$ cat src/rtl/secs_countdown_alarm.sv
module secs_countdown_alarm #(
  parameter int DATA_W = 32,
  parameter int ADDR_W = 8
) (
  input  logic              clk,
  input  logic              rst_n,
  input  logic              sec_tick,
  input  logic              bus_we,
  input  logic [ADDR_W-1:0] bus_addr,
  input  logic [DATA_W-1:0] bus_wdata,
  output logic [DATA_W-1:0] bus_rdata,
  output logic              alarm_irq,
  output logic              wake_req
);

  localparam logic [ADDR_W-1:0] OFS_LOAD = ADDR_W'('h20);
  localparam logic [ADDR_W-1:0] OFS_CUR  = ADDR_W'('h24);
  localparam logic [ADDR_W-1:0] OFS_RUN  = ADDR_W'('h28);
  localparam logic [ADDR_W-1:0] OFS_IEN  = ADDR_W'('h2C);
  localparam logic [ADDR_W-1:0] OFS_STA  = ADDR_W'('h30);
  localparam logic [ADDR_W-1:0] OFS_WAKE = ADDR_W'('h50);
  localparam logic [DATA_W-1:0] ONE      = DATA_W'(1);

  logic [DATA_W-1:0] load_q, cnt_q;
  logic run_q, ien_q, wake_q, pend_q;

  wire sel_load = bus_we && (bus_addr == OFS_LOAD);
  wire sel_run  = bus_we && (bus_addr == OFS_RUN);
  wire sel_ien  = bus_we && (bus_addr == OFS_IEN);
  wire sel_sta  = bus_we && (bus_addr == OFS_STA);
  wire sel_wake = bus_we && (bus_addr == OFS_WAKE);

  wire step   = run_q && sec_tick && !sel_load && (cnt_q != '0);
  wire expire = step && (cnt_q == ONE);
  wire clr    = sel_sta && bus_wdata[0];

  always_ff @(posedge clk or negedge rst_n) begin
    if (!rst_n) begin
      load_q <= '0;
      cnt_q  <= '0;
    end else if (sel_load) begin
      load_q <= bus_wdata;
      cnt_q  <= bus_wdata;
    end else if (step) begin
      cnt_q  <= cnt_q - ONE;
    end
  end

  always_ff @(posedge clk or negedge rst_n) begin
    if (!rst_n) begin
      run_q  <= 1'b0;
      ien_q  <= 1'b0;
      wake_q <= 1'b0;
    end else begin
      if (sel_run)  run_q  <= bus_wdata[0];
      if (sel_ien)  ien_q  <= bus_wdata[0];
      if (sel_wake) wake_q <= bus_wdata[0];
    end
  end

  always_ff @(posedge clk or negedge rst_n) begin
    if (!rst_n) pend_q <= 1'b0;
    else        pend_q <= expire || (pend_q && !clr);
  end

  assign alarm_irq = pend_q && ien_q;
  assign wake_req  = pend_q && wake_q;

  always_comb begin
    case (bus_addr)
      OFS_LOAD: bus_rdata = load_q;
      OFS_CUR:  bus_rdata = cnt_q;
      OFS_RUN:  bus_rdata = DATA_W'(run_q);
      OFS_IEN:  bus_rdata = DATA_W'(ien_q);
      OFS_STA:  bus_rdata = DATA_W'(pend_q);
      OFS_WAKE: bus_rdata = DATA_W'(wake_q);
      default:  bus_rdata = '0;
    endcase
  end

endmodule

$ cat config.mk
export PLATFORM = sky130hd
export DESIGN_NAME = secs_countdown_alarm
export DESIGN_NICKNAME = d
export VERILOG_FILES = /design/src/rtl/secs_countdown_alarm.sv
export SDC_FILE = /design/constraint.sdc
export NUM_CORES = 1
export LEC_CHECK = 0
export ABC_AREA = 1
export BUFFER_PORTS_ARGS = -buffer_cell sky130_fd_sc_hd__buf_4
export CORE_MARGIN = 1
export CORE_UTILIZATION = 55
export DETAILED_ROUTE_END_ITERATION = 12
export PLACE_DENSITY = 0.76
export SLEW_MARGIN = 10
export SYNTH_ARGS = -nofsm -noshare
export SYNTH_HDL_FRONTEND = slang
export SYNTH_SLANG_ARGS = --single-unit
$ cat constraint.sdc
create_clock -name clk -period 2.3 [get_ports clk]
set_input_delay 0.46 -clock clk [delete_from_list [all_inputs] [get_ports clk]]
set_output_delay 0.46 -clock clk [all_outputs]
set_load 0.05 [all_outputs]
# Yosys cells after proc, flatten, opt, wreduce, memory -nomap -nowiden
# Index checks and enable logic that the tools add are counted.
# Widths: inputs -> output; s select.
[word_totals]
reg_bits = 68
inputBits = 44
output_inout_bits = 34
[classes]
addsub = 1
eq_ne = 7
muxes = 3
n_reduce_logical = 18
[ops]
columns = ["cell", "n"]
rows = [
  ["$pmux 32 s6", 1],
  ["$mux 32", 2],
  ["$eq 8x6->1 const B", 5],
  ["$eq 32x1->1 const B", 1],
  ["$reduce_bool 32->1", 1],
  ["$sub 32x1->32 const B", 1],
  ["$logic_and 1x1->1", 13],
  ["$eq 8x7->1 const B", 1],
  ["$logic_not 1->1", 2],
  ["$reduce_bool 2->1", 1],
  ["$logic_or 1x1->1", 1],
]

# Logic depth before layout (Yosys ltp)
# Gate-level depths: netlist (run 1).
[logic_depth]
depth_word = 7
depth_mapped = 12
ltp_nobuf = 12

# Least setup slack after synthesis (run 1)
# No wires, ideal clock.
[synth_timing]
path_type = "input to output"
from = "in bus_addr[1]"
to = "out bus_rdata[10]"
arrival_ns = 2.228
setup_slack_ns = -0.388
stages = 6
path_buffers = 1
cell_sequence = "nor2_1 > inv_1 > nor3_1 > nand3_1 > clkbuf_1 > o21ai_0"
[synth_between]
elab_chain_cells = 2
[synth_lines]
columns = ["item", "line_no", "source"]
rows = [
  ["start: declaration", "9", "input logic [ADDR_W-1:0] bus_addr,"],
  ["$eq 8x7->1 or $eq 8x6->1 (tied branches)", "70", "case (bus_addr)"],
  ["$pmux 32 s6 *", "70", ""],
  ["end: declaration", "11", "output logic [DATA_W-1:0] bus_rdata,"],
]
# Mark *: on every way between the ends. The rest lies on a longest branch, timed or not.

# Worst setup path after layout (run 1)
[layout_timing]
from = "in bus_addr[1]"
to = "out bus_rdata[4]"
# Same word-level chain as after synthesis.

==> results.md, run 1 <==
* Critical path class: input pin to primary output
* Final ANT Viol Nets at 0
* Die width at 92.4 µm
* Worst reg2reg path endpoint: cnt_q[13]$_DFFE_PN0P_
* Die height at 92.4 µm
* Drt via density at 5.31
* Final setup violating endpoints at 0
* Final Hold Fails at 0
* GRT Resource Usage Total at 30.4%
* Core Footprint at 7810 µm²
* Synth cell count leaders: 195 x nand2_1, 78 x nor2_1, 77 x inv_1, 68 x dfrtp_1, 65 x o21ai_0
* Yosys top cell area share at 37.9%
* Async SR Flop Fraction at 100%
* Clk root buf: clkbuf_8
* Reg2Reg Setup Slack at 0.28 ns
* Max Cap Viol at 0
* Inst Count DP at 823
* Max FO, Critical Path at 15
* Worst hold path type: input pin to async pin
* Final nets at 778
* IO Pins at 78
* Slew headroom at 73.3%
* FF-to-FF path depth at 11
* Antenna cells at 0
* Fin area at 5440 µm²
* Drt pass-1 iters at 5
* Final Util at 69.6%
* # port buffers at 77
* Worst slew pin tran at 0.396 ns
* Layout cells sized above 1 at 21.4%
* Post-synth EDFFs at 0
* Post-Syn Instances at 657
* Main synth FF type: dfrtp_1
* Worst skew pair latency at 0.35 ns
* DP Wirelength at 8690 µm
* Leakage at 2.89 nW
* Seq pwr share at 38.5%
* Setup_tns at 0 ns
* CTS buffer count at 9
* Initial antenna violation count at 0
* Register area share after synthesis at 37.9%
* Worst Skew at 0.00874 ns
* Status: complete, no violations
* Worst-path clk slew at 0.07 ns
* Switching pwr at 1.49 mW
* Placer Congestion at 0.915
* Fin. max-slew vios at 0
* Setup ws final at 0.128 ns
* Reg2reg start: cnt_q[0]$_DFFE_PN0P_
* Syn avg cell area at 6.84 µm²
* Gate power share at 31.2%
* Final wirelength at 11800 µm
* Max Root-Sink Buffers at 2
* Remaining DRCs at 0
* Overflow after GRT at 0
* Maximum resistive drop on vdd at 519 µV
* Initial Util at 57.6%
* H-tree depth at 3
* Clk pwr share at 30.3%
* CTS tree: done
* Fin crit period at 2.17 ns
* Post-place setup slack at 0.126 ns
* Critical Path Start Type: input pin
* CP Capture Type: primary output
* Num rows at 32
* Layout area overhead at 20.9%
* First-pass GRT wire length at 20400 µm
* Die footprint at 8540 µm²
* Final Cycle Share at 94.4%
* Most frequent cell after synthesis: nand2_1
* Data required, critical path at 1.84 ns
* Net Count, Synth at 703
* Critical path arrival at 1.71 ns
* Routed WL per cell at 14.0 µm
* RSZ-0062 raised after global routing: yes
* Yosys reg bits at 68
* Pin count of the biggest net entering global routing at 55
* Netlist cell types at 33
* Post-CTS Setup Bufs at 0
* Synth Warn # at 0
* Final std cells w/o fill at 839
* Fill cell count at 702
* DR iter-0 viols at 311
* Max Fclk at 460 MHz
* Num Clock Sinks at 68
* Mapped Area at 4490 µm²
* Vias at 4454
* Vias in the first global route at 4395
* Pint at 2.65 mW
* Cell taking the most area after synthesis: dfrtp_1
* PD cells at 763 nW/µm²
* Top cells by area in the synthesized netlist: dfrtp_1 38%, nand2_1 16%, o21ai_0 7.2%, nor2_1 6.5%, inv_1 6.4%
* Sw frac at 36.0%
* Post-DP Area at 5160 µm²
## worst max-delay path by stage
stage | startpoint | endpoint | slack (ns) | depth (start not counted)
after detailed placement | bus_addr[1] | bus_rdata[31] | 0.13 | 8
after CTS | bus_addr[1] | bus_rdata[8] | 0.12 | 8
final | bus_addr[1] | bus_rdata[4] | 0.13 | 8
after floorplan | bus_addr[1] | bus_rdata[16] | -0.11 | 6
after global routing | bus_addr[1] | bus_rdata[31] | -0.02 | 8
after global placement | bus_addr[1] | bus_rdata[18] | 0.20 | 8
## metal layers
layer	GRT usage, %	share of wire [%]
met1	40.2	45
met2	50.4	48
met3	4.60	5.7
met4	10.8	1.6
met5	0	0
## cells by family (layout without fill, tap and decap cells)
| family | count (synthesis) | count (layout) | share of synthesized area (%) |
|---|---|---|---|
| simple gates | 348 | 348 | 33.6 |
| buf+inv | 116 | 196 | 11.8 |
| flops | 68 | 68 | 37.9 |
| xor+xnor | 4 | 4 | 0.779 |
| fa+ha+maj | 2 | 2 | 0.557 |
| compound gates | 119 | 119 | 15.5 |
## per-stage QoR
| step | hold WS [ns] | power (mW) |
|---|---|---|
| finish | 0.0294 | 4.15 |
| detailed placement | 0.415 | 2.88 |
| global placement | 0.406 | 2.84 |
| global route | 0.0509 | 4.42 |
| floorplan | 0.164 | 2.51 |
| CTS | 0.0330 | 4.15 |
## power groups by stage
stage          clock network, mW  logic (mW)  registers [mW]
2_1_floorplan                  0       0.947            1.56
3_3_place_gp                   0        1.23            1.61
3_5_place_dp                   0        1.26            1.62
4_1_cts                     1.27        1.28            1.60
5_1_grt                     1.33        1.47            1.63
6_report                    1.25        1.29            1.60
## worst max-delay path, cell delays in order
cell and delay, ns:
buf_4 0.11, nor2_1 0.15, inv_1 0.10, nor3_1 0.13
nand3_1 0.14, buf_4 0.23, o22ai_1 0.15, buf_4 0.23
## timing repair
action	in CTS	in global routing
setup endpoints to repair	0	7
hold endpoints to repair	0	0
resized for setup	0	7
hold buffers	0	0
## final cells by class
type                            count  area (µm²)  share of cell area, %
Timing Repair Buffer               90         737                   13.6
Tap cell                          102         128                   2.35
Clock inverter                      4        95.1                   1.75
Multi-Input combinational cell    473        2280                   42.0
Sequential cell                    68        1700                   31.3
Clock buffer                       12         155                   2.85
Inverter                           90         338                   6.22
## sequential cells by signal, summed over array words and instances, names as in the netlist
register	count
cnt_q	32
load_q	32
ien_q	1
pend_q	1
run_q	1
wake_q	1
## placed cells by master (no fill, tap or decap), types with 3 or more instances in the layout
master | synthesis | final
nand4_1 | 4 | 4
nand3_1 | 43 | 43
nor2_2 | 6 | 6
o21bai_1 | 3 | 3
a21oi_1 | 8 | 8
o21ai_2 | 11 | 14
dfrtp_1 | 68 | 68
buf_6 | 9 | 3
nor2_4 | 3 | 3
xor2_1 | 4 | 4
inv_2 | 13 | 13
buf_12 | 0 | 4
inv_1 | 77 | 77
o21ai_0 | 65 | 55
nand2_4 | 3 | 3
clkbuf_8 | 0 | 11
nand2_1 | 195 | 195
buf_4 | 2 | 83
o21ai_1 | 4 | 11
nor2_1 | 78 | 78
bufinv_16 | 0 | 3
nand2_2 | 9 | 9
o22ai_1 | 22 | 22
(Power assumes the default switching activity.)
==> run 2: changes to the inputs <==
Settings changed: CORE_ASPECT_RATIO set to 0.7, CORE_MARGIN 1 to 2.
==> run 2 against run 1 <==
Compared with the run above: via count rose by 1.8%; register-to-register slack got worse by 0.04 ns; clock-buffer cell count rose by 1; flip-flop and latch count did not move; global-route usage fell by 1.7 points; non-clock buffer count rose by 3; die area rose by 4.5%; critical path depth did not move; combinational power barely moved; power rose by 5.3%; maximum frequency fell by 0.49%; final cell count rose by 0.24%.
==> results.md, run 2 (synthesized netlist as in run 1, its figures left out) <==
* Final Total Pwr at 4.36 mW
* Fin. max-slew vios at 0
* Maximum resistive drop on vdd at 514 µV
* Worst slew pin tran at 0.429 ns
* Die footprint at 8920 µm²
* # port buffers at 77
* Gate power share at 29.4%
* Pin count of the biggest net entering global routing at 45
* Critical Path Start Type: input pin
* Commonest cells after routing, fill and taps aside: 195 x nand2_1, 90 x buf_4, 77 x inv_1, 77 x nor2_1, 68 x dfrtp_1
* Sw frac at 35.1%
* Worst Hold Margin at 0.0552 ns
* RSZ-0062 raised after global routing: no
* Post-DP Area at 5160 µm²
* Die height at 79.6 µm
* Worst Skew at 0.00384 ns
* Core Footprint at 7910 µm²
* Final setup violating endpoints at 0
* Drt pass-1 iters at 5
* Initial Util at 56.9%
* Antenna cells at 0
* Status: complete, no violations
* Final ANT Viol Nets at 0
* Reg2reg start: cnt_q[0]$_DFFE_PN0P_
* Switching pwr at 1.53 mW
* Max Root-Sink Buffers at 2
* GRT Resource Usage Total at 28.7%
* Num rows at 27
* Leakage at 2.92 nW
* Critical path arrival at 1.72 ns
* Seq pwr share at 36.7%
* Regs by FF count: cnt_q (32), load_q (32)
* Setup_tns at 0 ns
* Num Clock Sinks at 68
* Max Cap Viol at 0
* Data required, critical path at 1.84 ns
* Clk pwr share at 33.9%
* Final Util at 69.5%
* Layout cells sized above 1 at 21.6%
* Worst reg2reg path endpoint: cnt_q[14]$_DFFE_PN0P_
* Final Hold Fails at 0
* Reg2Reg Setup Slack at 0.24 ns
* DP Wirelength at 8990 µm
* Setup ws final at 0.117 ns
* CP Capture Type: primary output
* Worst skew pair latency at 0.34 ns
* Fin crit period at 2.18 ns
* DR iter-0 viols at 420
* IO Pins at 78
* Commonest non-fill, non-tap cell in the layout: nand2_1
* Fin area at 5500 µm²
* First-pass GRT wire length at 20400 µm
* Placer Congestion at 0.974
* Die width at 112 µm
* Worst hold path type: input pin to async pin
* Vias in the first global route at 4216
* Final Cycle Share at 94.9%
* CTS tree: done
* Clk root buf: clkbuf_16
* Remaining DRCs at 0
* Worst-path clk slew at 0.05 ns
* Drt via density at 5.39
* Inst Count DP at 825
* Initial antenna violation count at 0
* Post-place setup slack at 0.0297 ns
* Final wirelength at 12100 µm
* FF-to-FF path depth at 11
* Max Fclk at 458 MHz
* PD cells at 794 nW/µm²
* Critical path class: input pin to primary output
* Max FO, Critical Path at 31
* Slew headroom at 71.4%
* Pint at 2.83 mW
* Routed WL per cell at 14.4 µm
* Overflow after GRT at 0
* Layout area overhead at 22.3%
* Final nets at 781
* Final std cells w/o fill at 841
* Vias at 4535
* H-tree depth at 3
* CTS buffer count at 9
-- run 2: cell types whose count changed in the layout (fill, tap and decap cells not counted), moves of 2 or more --
cell and change:
o21ai_2 -3, o21ai_1 +3, clkbuf_16 +9, bufinv_16 -2, buf_6 -3, clkbuf_8 -7, buf_4 +7
-- run 2: layer usage --
layer / vias up / track usage [%] / wire [µm]
met4: 0 / 9.02 / 173
li1: 2246 / - / -
met3: 16 / 5.77 / 980
met1: 2099 / 41.2 / 5660
met2: 174 / 44.0 / 5290
met5: - / 0 / 0
-- run 2: cell type report --
type / count / area (µm²)
fillers: 696 / 2410
clock inverters: 3 / 42.5
clock buffers: 13 / 280
multi-input cells: 473 / 2270
flip-flops and latches: 68 / 1700
inverters: 90 / 338
well taps: 101 / 126
repair buffers: 93 / 736
-- run 2: power by group through the flow --
stage / Clock (mW) / Combinational [mW] / Sequential, mW
CTS: 1.49 / 1.27 / 1.60
finish: 1.48 / 1.28 / 1.60
floorplan: 0 / 0.947 / 1.56
global placement: 0 / 1.24 / 1.61
detailed placement: 0 / 1.26 / 1.62
global route: 1.54 / 1.47 / 1.63
-- run 2: timing repair --
item,CTS,global route
pin swaps,1,1
buffers inserted,0,0
setup endpoints to repair,1,19
hold buffers,0,0
gates resized for setup,1,1
-- run 2: critical path: stages --
cell     delay (ns)
buf_4          0.11
nor2_2         0.14
inv_1          0.10
nor3_2         0.14
nand3_1        0.16
buf_12         0.21
o22ai_1        0.15
buf_4          0.23
-- run 2: how the worst max path moves through the flow --
stage	start	endpoint	cells past startpoint
floorplan	bus_addr[1]	bus_rdata[16]	6
global placement	bus_addr[1]	bus_rdata[0]	10
global route	bus_addr[1]	bus_rdata[9]	8
finish	bus_addr[1]	bus_rdata[18]	8
detailed placement	bus_addr[1]	bus_rdata[18]	8
CTS	bus_addr[1]	bus_rdata[18]	8
